===== src/rtl/pcm_voice_pkg.sv =====
package pcm_voice_pkg;
  localparam int SAMPLE_W = 16;
  localparam int NARROW_W = 8;

  typedef enum logic {
    ROLE_MASTER = 1'b0,
    ROLE_SLAVE  = 1'b1
  } pcm_role_e;

  function automatic logic [4:0] last_bit_of(input logic wide);
    return wide ? 5'(SAMPLE_W - 1) : 5'(NARROW_W - 1);
  endfunction
endpackage


===== src/rtl/pcm_sync2.sv =====
module pcm_sync2 #(
  parameter int W = 1
) (
  input  logic         clk,
  input  logic         rst,
  input  logic [W-1:0] d,
  output logic [W-1:0] q
);
  logic [W-1:0] meta_q;

  always_ff @(posedge clk) begin
    if (rst) begin
      meta_q <= '0;
      q      <= '0;
    end else begin
      meta_q <= d;
      q      <= meta_q;
    end
  end
endmodule


===== src/rtl/pcm_bit_timer.sv =====
module pcm_bit_timer
  import pcm_voice_pkg::*;
#(
  parameter int HALF_DIV   = 12,
  parameter int FRAME_BITS = 256,
  localparam int POS_W     = $clog2(FRAME_BITS),
  localparam int DW        = (HALF_DIV > 1) ? $clog2(HALF_DIV) : 1
) (
  input  logic             clk,
  input  logic             rst,
  input  logic             slave,
  input  logic             ext_clk,
  input  logic             ext_sync,
  output logic             rise_ev,
  output logic             fall_ev,
  output logic [POS_W-1:0] bit_idx,
  output logic             locked,
  output logic             clk_out,
  output logic             sync_out
);
  localparam logic [POS_W-1:0] LAST_POS = POS_W'(FRAME_BITS - 1);
  localparam logic [DW-1:0]    DIV_TOP  = DW'(HALF_DIV - 1);

  pcm_role_e        role;
  logic [1:0]       ext_s;
  logic [DW-1:0]    div_q;
  logic             ext_clk_d_q;
  logic             sync_seen_q;
  logic             m_tick, m_rise, m_fall, s_rise, s_fall;
  logic             rise_now, fall_now, frame_mark;
  logic [POS_W-1:0] bit_next;

  pcm_sync2 #(.W(2)) u_in_sync (
    .clk (clk),
    .rst (rst),
    .d   ({ext_sync, ext_clk}),
    .q   (ext_s)
  );

  always_comb begin
    role       = pcm_role_e'(slave);
    m_tick     = (div_q == DIV_TOP);
    m_rise     = m_tick & ~clk_out;
    m_fall     = m_tick & clk_out;
    s_rise     = ext_s[0] & ~ext_clk_d_q;
    s_fall     = ~ext_s[0] & ext_clk_d_q;
    rise_now   = (role == ROLE_SLAVE) ? s_rise : m_rise;
    fall_now   = (role == ROLE_SLAVE) ? s_fall : m_fall;
    frame_mark = (role == ROLE_SLAVE) & s_fall & ext_s[1] & ~sync_seen_q;
    bit_next   = (bit_idx == LAST_POS) ? '0 : bit_idx + 1'b1;
  end

  always_ff @(posedge clk) begin
    if (rst) begin
      div_q       <= '0;
      clk_out     <= 1'b0;
      sync_out    <= 1'b0;
      bit_idx     <= LAST_POS;
      rise_ev     <= 1'b0;
      fall_ev     <= 1'b0;
      locked      <= 1'b0;
      ext_clk_d_q <= 1'b0;
      sync_seen_q <= 1'b0;
    end else begin
      rise_ev     <= rise_now;
      fall_ev     <= fall_now;
      ext_clk_d_q <= ext_s[0];
      if (role == ROLE_MASTER) begin
        div_q  <= m_tick ? '0 : div_q + 1'b1;
        locked <= 1'b1;
        if (m_tick) clk_out <= ~clk_out;
        if (m_rise) sync_out <= (bit_next == '0);
      end else begin
        div_q    <= '0;
        clk_out  <= 1'b0;
        sync_out <= 1'b0;
        if (frame_mark) locked <= 1'b1;
      end
      if (rise_now)        bit_idx <= bit_next;
      else if (frame_mark) bit_idx <= '0;
      if ((role == ROLE_SLAVE) && s_fall) sync_seen_q <= ext_s[1];
    end
  end

  assert_rise_clk_high_R2: assert property (@(posedge clk) disable iff (rst)
    (!slave && rise_ev) |-> clk_out);
  assert_fall_clk_low_R2: assert property (@(posedge clk) disable iff (rst)
    (!slave && fall_ev) |-> !clk_out);
  assert_sync_bit0_R3: assert property (@(posedge clk) disable iff (rst)
    sync_out |-> (bit_idx == '0));
endmodule


===== src/rtl/pcm_slot_unit.sv =====
module pcm_slot_unit
  import pcm_voice_pkg::*;
#(
  parameter int FRAME_BITS = 256,
  localparam int POS_W     = $clog2(FRAME_BITS)
) (
  input  logic                clk,
  input  logic                rst,
  input  logic                rise_ev,
  input  logic                fall_ev,
  input  logic [POS_W-1:0]    bit_idx,
  input  logic                locked,
  input  logic                en,
  input  logic                wide,
  input  logic [POS_W-1:0]    start,
  input  logic [SAMPLE_W-1:0] tx_word,
  input  logic                rx_bit,
  input  logic                rx_ok,
  output logic                drive,
  output logic                tx_bit,
  output logic                slot_sync,
  output logic                done,
  output logic [SAMPLE_W-1:0] rx_word
);
  logic                busy_q;
  logic [4:0]          cnt_q;
  logic [SAMPLE_W-1:0] tx_sh_q;
  logic [SAMPLE_W-1:0] rx_sh_q;
  logic [SAMPLE_W-1:0] rx_full;
  logic [4:0]          last;
  logic                start_hit;

  always_comb begin
    last      = last_bit_of(wide);
    start_hit = rise_ev & locked & en & (bit_idx == start);
    rx_full   = {rx_sh_q[SAMPLE_W-2:0], rx_bit};
    tx_bit    = tx_sh_q[SAMPLE_W-1];
  end

  always_ff @(posedge clk) begin
    if (rst) begin
      busy_q    <= 1'b0;
      cnt_q     <= '0;
      tx_sh_q   <= '0;
      rx_sh_q   <= '0;
      drive     <= 1'b0;
      slot_sync <= 1'b0;
      done      <= 1'b0;
      rx_word   <= '0;
    end else begin
      done <= 1'b0;
      if (start_hit) begin
        busy_q    <= 1'b1;
        cnt_q     <= '0;
        drive     <= 1'b1;
        slot_sync <= 1'b1;
        tx_sh_q   <= wide ? tx_word : {tx_word[NARROW_W-1:0], {(SAMPLE_W-NARROW_W){1'b0}}};
      end else if (rise_ev) begin
        slot_sync <= 1'b0;
        if (busy_q) begin
          cnt_q   <= cnt_q + 1'b1;
          tx_sh_q <= {tx_sh_q[SAMPLE_W-2:0], 1'b0};
        end else begin
          drive <= 1'b0;
        end
      end
      if (fall_ev && busy_q) begin
        rx_sh_q <= rx_full;
        if (cnt_q == last) begin
          busy_q <= 1'b0;
          done   <= 1'b1;
          if (rx_ok)
            rx_word <= wide ? rx_full : {{(SAMPLE_W-NARROW_W){1'b0}}, rx_full[NARROW_W-1:0]};
        end
      end
    end
  end

  assert_done_pulse_R8: assert property (@(posedge clk) disable iff (rst)
    done |=> !done);
  assert_count_range_R4: assert property (@(posedge clk) disable iff (rst)
    busy_q |-> (cnt_q <= last));
  assert_drive_busy_R5: assert property (@(posedge clk) disable iff (rst)
    busy_q |-> drive);
endmodule


===== src/rtl/pcm_voice_port.sv =====
module pcm_voice_port
  import pcm_voice_pkg::*;
#(
  parameter int HALF_DIV   = 12,
  parameter int FRAME_BITS = 256,
  parameter int NSLOT      = 3,
  localparam int POS_W     = $clog2(FRAME_BITS)
) (
  input  logic                      clk,
  input  logic                      rst,
  input  logic                      cfg_slave,
  input  logic [1:0]                cfg_line_out,
  input  logic [NSLOT-1:0]          cfg_slot_en,
  input  logic [NSLOT-1:0]          cfg_slot_wide,
  input  logic [NSLOT*POS_W-1:0]    cfg_slot_start,
  input  logic [NSLOT*SAMPLE_W-1:0] tx_sample,
  output logic [NSLOT*SAMPLE_W-1:0] rx_sample,
  output logic [NSLOT-1:0]          slot_done,
  input  logic                      pcm_clk_in,
  input  logic                      pcm_sync_in,
  input  logic [1:0]                pcm_data_in,
  output logic                      pcm_clk_out,
  output logic                      pcm_clk_oe,
  output logic                      pcm_sync_out,
  output logic                      pcm_sync_oe,
  output logic [1:0]                pcm_data_out,
  output logic [1:0]                pcm_data_oe,
  output logic [NSLOT-1:0]          slot_sync_out
);
  logic             rise_ev, fall_ev, locked;
  logic [POS_W-1:0] bit_idx;
  logic [NSLOT-1:0] drv, txb, ssync;
  logic             rx_bit, rx_ok, any_drv, line_bit;

  pcm_bit_timer #(.HALF_DIV(HALF_DIV), .FRAME_BITS(FRAME_BITS)) u_timer (
    .clk      (clk),
    .rst      (rst),
    .slave    (cfg_slave),
    .ext_clk  (pcm_clk_in),
    .ext_sync (pcm_sync_in),
    .rise_ev  (rise_ev),
    .fall_ev  (fall_ev),
    .bit_idx  (bit_idx),
    .locked   (locked),
    .clk_out  (pcm_clk_out),
    .sync_out (pcm_sync_out)
  );

  always_comb begin
    rx_bit = cfg_line_out[0] ? pcm_data_in[1] : pcm_data_in[0];
    rx_ok  = ~&cfg_line_out;
  end

  for (genvar k = 0; k < NSLOT; k++) begin : g_slot
    pcm_slot_unit #(.FRAME_BITS(FRAME_BITS)) u_slot (
      .clk       (clk),
      .rst       (rst),
      .rise_ev   (rise_ev),
      .fall_ev   (fall_ev),
      .bit_idx   (bit_idx),
      .locked    (locked),
      .en        (cfg_slot_en[k]),
      .wide      (cfg_slot_wide[k]),
      .start     (cfg_slot_start[k*POS_W +: POS_W]),
      .tx_word   (tx_sample[k*SAMPLE_W +: SAMPLE_W]),
      .rx_bit    (rx_bit),
      .rx_ok     (rx_ok),
      .drive     (drv[k]),
      .tx_bit    (txb[k]),
      .slot_sync (ssync[k]),
      .done      (slot_done[k]),
      .rx_word   (rx_sample[k*SAMPLE_W +: SAMPLE_W])
    );
  end

  always_comb begin
    any_drv  = 1'b0;
    line_bit = 1'b0;
    for (int k = NSLOT - 1; k >= 0; k--) begin
      if (drv[k]) begin
        any_drv  = 1'b1;
        line_bit = txb[k];
      end
    end
  end

  always_ff @(posedge clk) begin
    if (rst) begin
      pcm_data_out  <= '0;
      pcm_data_oe   <= '0;
      slot_sync_out <= '0;
      pcm_clk_oe    <= 1'b1;
      pcm_sync_oe   <= 1'b1;
    end else begin
      pcm_data_out  <= {2{any_drv & line_bit}} & cfg_line_out;
      pcm_data_oe   <= cfg_line_out;
      slot_sync_out <= ssync;
      pcm_clk_oe    <= ~cfg_slave;
      pcm_sync_oe   <= ~cfg_slave;
    end
  end

  assert_oe_follows_R6: assert property (@(posedge clk) disable iff (rst)
    !$past(rst) |-> (pcm_data_oe == $past(cfg_line_out)));
endmodule


===== config.mk =====
export PLATFORM = sky130hd
export DESIGN_NAME = pcm_voice_port
export DESIGN_NICKNAME = d
export VERILOG_FILES = /design/src/rtl/pcm_voice_pkg.sv /design/src/rtl/pcm_sync2.sv /design/src/rtl/pcm_bit_timer.sv /design/src/rtl/pcm_slot_unit.sv /design/src/rtl/pcm_voice_port.sv
export SDC_FILE = /design/constraint.sdc
export NUM_CORES = 1
export LEC_CHECK = 0
export ABC_AREA = 1
export BUFFER_PORTS_ARGS = -buffer_cell sky130_fd_sc_hd__clkbuf_2
export CORE_AREA = 2 2 174 176
export CTS_CLUSTER_SIZE = 25
export DETAILED_ROUTE_END_ITERATION = 8
export DIE_AREA = 0 0 176 178
export PLACE_DENSITY = 0.48
export SYNTH_ARGS = -nofsm -noshare
export SYNTH_HDL_FRONTEND = slang
export SYNTH_SLANG_ARGS = --single-unit

===== constraint.sdc =====
create_clock -name clk -period 2 [get_ports clk]
set_clock_uncertainty 0.15 [all_clocks]
set_input_delay 0.3 -clock clk [delete_from_list [all_inputs] [get_ports clk]]
set_output_delay 0.3 -clock clk [all_outputs]
set_load 0.02 [all_outputs]

# Word level (Yosys, flattened, before mapping)
# Cells that the tools add are included.
word_totals:
  ff_bits: 199
  latchBits: 0
  mem_bits_rw: 0
  romBits: 0
  input_bits: 87
  out_inout_bits: 62
  mem_count: 0
classes:
  add_sub_neg: 5
  mul: 0
  div_mod_pow: 0
  magnitude_cmp: 0
  n_eq_ne: 12
  n_shift: 0
  n_mux: 57
  n_bitwise: 25
  reduce_logical: 33
ops:
  columns: ["cell", "n"]
  rows:
  - ["$mux W16", 15]
  - ["$mux W1", 36]
  - ["$eq A8 B8 Y1", 3]
  - ["$mux W8", 3]
  - ["$reduce_and A2 Y1", 10]
  - ["$add A5 B1 Y5 const B", 3]
  - ["$and A1 B1 Y1", 15]
  - ["$eq A5 B5 Y1", 3]
  - ["$reduce_bool A2 Y1", 7]
  - ["$reduce_or A2 Y1", 7]
  - ["$mux W4", 3]
  - ["$not A1 Y1", 9]
  - ["$reduce_and A3 Y1", 3]
  - ["$add A8 B1 Y8 const B", 1]
  - ["$eq A8 B8 Y1 const B", 1]
  - ["$logic_not A8 Y1", 1]
  - ["$ne A2 B2 Y1 const B", 3]
  - ["$add A4 B1 Y4 const B", 1]
  - ["$eq A4 B4 Y1 const B", 1]
  - ["$logic_and A1 B1 Y1", 4]
  - ["$reduce_or A3 Y1", 1]
  - ["$and A2 B2 Y2", 1]
  - ["$ne A2 B1 Y1 const B", 1]

# Longest topological paths before layout
depth:
  word_depth: 7
  ltp_mapped: 13
  ltp_nobuf: 11

# Cells and area by module
# From an unflattened synthesis, not the netlist that was laid out.
hier_totals:
  cells_unflattened: 1239
  area_unflattened_um2: 8891.0
modules_own_cells:
  columns: ["module", "n_inst", "cells_each", "area_per_inst_um2"]
  rows:
  - ["pcm_slot_unit at g_slot[1].u_slot ...", 2, 352, 2507.4]
  - ["pcm_slot_unit at g_slot[0].u_slot", 1, 362, 2560.0]
  - ["pcm_bit_timer", 1, 128, 925.9]
  - ["pcm_voice_port", 1, 33, 280.3]
  - ["pcm_sync2", 1, 12, 110.1]

# Worst setup path after synthesis
# No wires, ideal clock.
synth_path:
  path_type: "input-to-reg"
  from: "in cfg_slot_wide[1]"
  to: "reg g_slot[1].u_slot.rx_word[15]"
  setup_ps: 132
  arrival_ps: 1417
  setup_slack_ps: 301
  cell_stages: 8
  path_buffers: 2
  path_cell_list: "buf_2 xnor2_1 nand3_1 nor3_4 nand2_2 buf_2 nand2_1 a21oi_1"
synth_between:
  elab_chain_len: 3
  elab_cells_between_ends: 4
  classes_between: "eq/ne: 1; mux: 2; reduce/logical: 1"
synth_lines:
  columns: ["item", "line", "text"]
  rows:
  - ["from (decl)", "pcm_voice_port.sv:14", "input logic [NSLOT-1:0] cfg_slot_wide,"]
  - ["$mux W4", "pcm_voice_pkg.sv:11", "return wide ? 5'(SAMPLE_W - 1) : 5'(NARROW_W - 1);"]
  - ["$eq A5 B5 Y1", "pcm_slot_unit.sv:69", "if (cnt_q == last) begin"]
  - ["$reduce_and A3 Y1 (no line)", null, null]
  - ["to (signal assigned)", "pcm_slot_unit.sv:73", "rx_word <= wide ? rx_full : {{(SAMPLE_W-NARROW_W){1'b0}}, rx_full[NARROW_W-1:0]};"]
  - ["to (decl)", "pcm_slot_unit.sv:23", "output logic [SAMPLE_W-1:0] rx_word"]
# Parallel ways exist; a longest one is shown, timed or not.
# A chain may end at the register's enable or synchronous reset.

# Worst setup path in the final report
layout_path:
  from: "reg u_timer.bit_idx[4]"
  to: "reg g_slot[0].u_slot.busy_q"
layout_between:
  elab_chain_len: 5
layout_lines:
  columns: ["item", "line", "text"]
  rows:
  - ["from (decl)", "pcm_bit_timer.sv:16", "output logic [POS_W-1:0] bit_idx,"]
  - ["from (signal assigned)", "pcm_bit_timer.sv:79", "if (rise_now) bit_idx <= bit_next;"]
  - ["$eq A8 B8 Y1 (*)", "pcm_slot_unit.sv:35", "start_hit = rise_ev & locked & en & (bit_idx == start);"]
  - ["$and A1 B1 Y1 (*)", "pcm_slot_unit.sv:35", null]
  - ["$mux W1 (*)", "pcm_slot_unit.sv:52", "if (start_hit) begin"]
  - ["$mux W1", "pcm_slot_unit.sv:69", null]
  - ["$mux W1 (*)", "pcm_slot_unit.sv:67", "if (fall_ev && busy_q) begin"]
  - ["to (signal assigned)", "pcm_slot_unit.sv:42", "busy_q <= 1'b0;"]
  - ["to (signal assigned)", "pcm_slot_unit.sv:53", "busy_q <= 1'b1;"]
  - ["to (signal assigned)", "pcm_slot_unit.sv:70", "busy_q <= 1'b0;"]
  - ["to (decl)", "pcm_slot_unit.sv:25", "logic busy_q;"]
# Every way passes the cells marked *; elsewhere a longest branch is shown, timed or not.

==> results.cfg <==
[detailed_routing]
drt_iter0_markers = 454
wl_per_cell_um = 12.9
routed_wl_um = 22700
viasPerCell = 4.41
drc_errors = 0
num_vias = 7730
first_pass_iters = 5
antenna_left = 0

[power]
swShare = 0.232
seq_power_share = 0.503
intPower_w = 0.00610
switchingPower_w = 0.00184
power_density_nw_per_um2 = 744
clock_power_share = 0.435
p_leak_nw = 4.78
power_frac_comb = 0.063
peakVddDrop_mv = 0.494

[setup_path]
reg2reg_from = u_timer.bit_idx[4]$_SDFFE_PP1P_
end_kind = flop
criticalPathCategory = flop to flop
worst_r2r_endpoint = g_slot[0].u_slot.busy_q$_SDFF_PP0_
reg2reg_slack_ns = 0.15
rr_worst_depth = 9
critPathArrivalTime_ns = 2.03
start_kind = flop
crit_path_max_fanout = 8
required_ns = 2.17

[run]
drv_cap = 0

[cts]
cts_htree_levels = 4
clock-sinks = 199
cts_root_buffer = clkbuf_16
cts_buffers = 17
clockBufferDepth = 2
clkTransAtPathRegs_ns = 0.07
clock_latency_ns = 0.43
cts_tree = built

[synth]
synthCells = 1199
synth-edff-count = 0
avgSynthCellArea_um2 = 7.32
async_flop_share = 0
synth_nets = 1292
syn_area_um2 = 8770
ys_seq_area_frac = 0.454
ys_types = 44
ys_warn_count = 0
ys_seq_elements = 199
synthFlopType = dfxtp_1

[floorplanning]
core_area_um2 = 29400
start_util = 0.298
die_area_um2 = 31300
dieWidth_um = 176
ios = 149
die_height_um = 178
row_count = 63

[layout]
regArea_um2 = 3990
nNetsFinal = 1441
final_common_cell = nor2_1
areaGrowthSynthToFinish_pct = 21.8
num-fill-cells = 3151
multiInputGateArea_um2 = 4170
postLayoutCellArea_um2 = 10700
drive_above_1_share = 0.203
instances_no_fill = 1751
antennaDiodeCount = 0
layout_common_cells = nor2_1 (246), nand2_1 (235), dfxtp_1 (194)

[place]
placedCellCount = 1710
post-place-ws_ns = 0.125
port_buffers = 148
gp_congestion = 0.765
placedInstanceArea_um2 = 10000
hpwl_um = 16100

[timing]
setup_viol = 0
tightest_slew_ns = 0.373
rsz0062_at_grt = false
fin_ws_ns = 0.145
slew_viol_final = 0
timing.final.crit_share = 0.927
max_slew_margin = 0.751
fmax_mhz = 539
setup-tns-final_ns = 0
hold_viol_final = 0
period_minus_slack_ns = 1.85

[min_path]
min_from = cfg_line_out[0]
holdPathEnd = pcm_data_out[0]$_SDFF_PP0_
holdPathStages = 3
min-delay-path-class = input pin to flop

[global_routing]
grt_usage = 0.149
overflow = 0
grt_pass1_wl_um = 37500
grt_pass1_vias = 7450
antenna_found_initial = 0
grt_max_degree = 48

[run_status]
status = complete, no violations
-- registers in the layout, indices dropped and copies added, names as in the netlist, 2 cells and up --
register	count
g_slot.u_slot.busy_q	3
g_slot.u_slot.cnt_q	15
g_slot.u_slot.done	3
g_slot.u_slot.drive	3
g_slot.u_slot.rx_sh_q	45
g_slot.u_slot.rx_word	48
g_slot.u_slot.slot_sync	3
g_slot.u_slot.tx_sh_q	48
pcm_data_oe	2
pcm_data_out	2
slot_sync_out	3
u_timer.bit_idx	8
u_timer.div_q	4
u_timer.u_in_sync.meta_q	2
u_timer.u_in_sync.q	2
-- through the flow --
| stage | hold slack, ns | power, W | util |
|---|---|---|---|
| global route | 0.0473 | 0.00831 | 0.363 |
| global placement | 0.244 | 0.00458 | 0.340 |
| CTS | 0.0205 | 0.00807 | 0.363 |
| detailed placement | 0.254 | 0.00458 | 0.340 |
| finish | 0.0312 | 0.00795 | 0.363 |
| floorplan | 0.220 | 0.00437 | - |
-- final cells by class --
class	count	share of cell area
Clock buffer	21	0.0431
Inverter	72	0.0253
Timing Repair Buffer	200	0.111
Multi-Input combinational cell	858	0.390
Clock inverter	11	0.0115
Tap cell	390	0.0457
Sequential cell	199	0.373
-- cells in the mapped netlist, types with 2 or more instances --
cell,n,share of area
or2_2,2,0.0014
buf_2,20,0.011
nor3_4,2,0.0037
nand2_1,235,0.10
nand3_1,58,0.033
xnor2_2,2,0.0037
nand2_4,3,0.0039
buf_1,4,0.0017
nand3b_1,9,0.0077
nand2_2,15,0.011
xnor2_1,16,0.016
or2_0,2,0.0014
nor3_1,6,0.0034
clkbuf_2,2,0.0011
nor4_1,2,0.0014
nor2_1,247,0.11
dfxtp_1,199,0.45
a21oi_1,62,0.035
xor2_1,8,0.0080
mux2i_1,16,0.018
o21ai_0,126,0.072
nand4_1,18,0.013
inv_1,63,0.027
mux2_2,8,0.010
inv_2,8,0.0034
clkbuf_1,30,0.013
a21o_1,2,0.0017
ha_1,6,0.0086
a22oi_1,2,0.0017
buf_4,12,0.010
-- cells by family (layout without fill, tap and decap cells) --
logic type | after synthesis | after routing | synth area share
simple gates | 608 | 608 | 0.298
flops | 199 | 199 | 0.454
compound gates | 194 | 194 | 0.112
buf+inv | 142 | 304 | 0.0712
xor+xnor | 26 | 26 | 0.0277
mux | 24 | 24 | 0.0285
fa+ha+maj | 6 | 6 | 0.00856
-- timing repair --
action	in CTS	in global routing
gates resized for setup	0	6
setup buffers	0	2
setup endpoints to repair	0	19
hold buffers	7	0
hold endpoints to repair	8	0
-- worst max-delay path, stage by stage, from the launching register on --
cell and delay [ns]:
dfxtp_1 0.45, inv_2 0.10, or2_0 0.22, nand4_2 0.10, nor2_4 0.05, nand2_4 0.12, buf_4 0.19, clkinv_1 0.13
o21ai_0 0.18, nor2_1 0.05
-- power groups by stage --
stage / registers (W) / logic (W) / clock network [W]
floorplan: 0.00408 / 0.000292 / 0
global route: 0.00400 / 0.000563 / 0.00375
detailed placement: 0.00409 / 0.000492 / 0
finish: 0.00400 / 0.000498 / 0.00345
CTS: 0.00399 / 0.000505 / 0.00357
global placement: 0.00409 / 0.000493 / 0
-- how the worst max path moves through the flow --
stage	from	end	slack [ns]	depth (start not counted)
floorplan	cfg_slot_wide[1]	g_slot[1].u_slot.rx_word[15]$_SDFFE_PP0P_	0.30	8
global route	u_timer.bit_idx[2]$_SDFFE_PP1P_	g_slot[2].u_slot.tx_sh_q[14]$_SDFFE_PP0P_	0.003	9
CTS	u_timer.bit_idx[7]$_SDFFE_PP1P_	g_slot[1].u_slot.tx_sh_q[2]$_SDFFE_PP0P_	0.11	9
finish	u_timer.bit_idx[4]$_SDFFE_PP1P_	g_slot[0].u_slot.busy_q$_SDFF_PP0_	0.15	9
detailed placement	u_timer.bit_idx[7]$_SDFFE_PP1P_	g_slot[1].u_slot.tx_sh_q[2]$_SDFFE_PP0P_	0.12	9
global placement	u_timer.bit_idx[6]$_SDFFE_PP1P_	g_slot[1].u_slot.tx_sh_q[1]$_SDFFE_PP0P_	0.13	9
-- per-layer routing --
metal / wire length [um] / track usage
met1: 11500 / 0.203
met2: 10200 / 0.244
met3: 691 / 0.0290
met4: 199 / 0.0362
met5: 0 / 0
(Power assumes the default switching activity.)
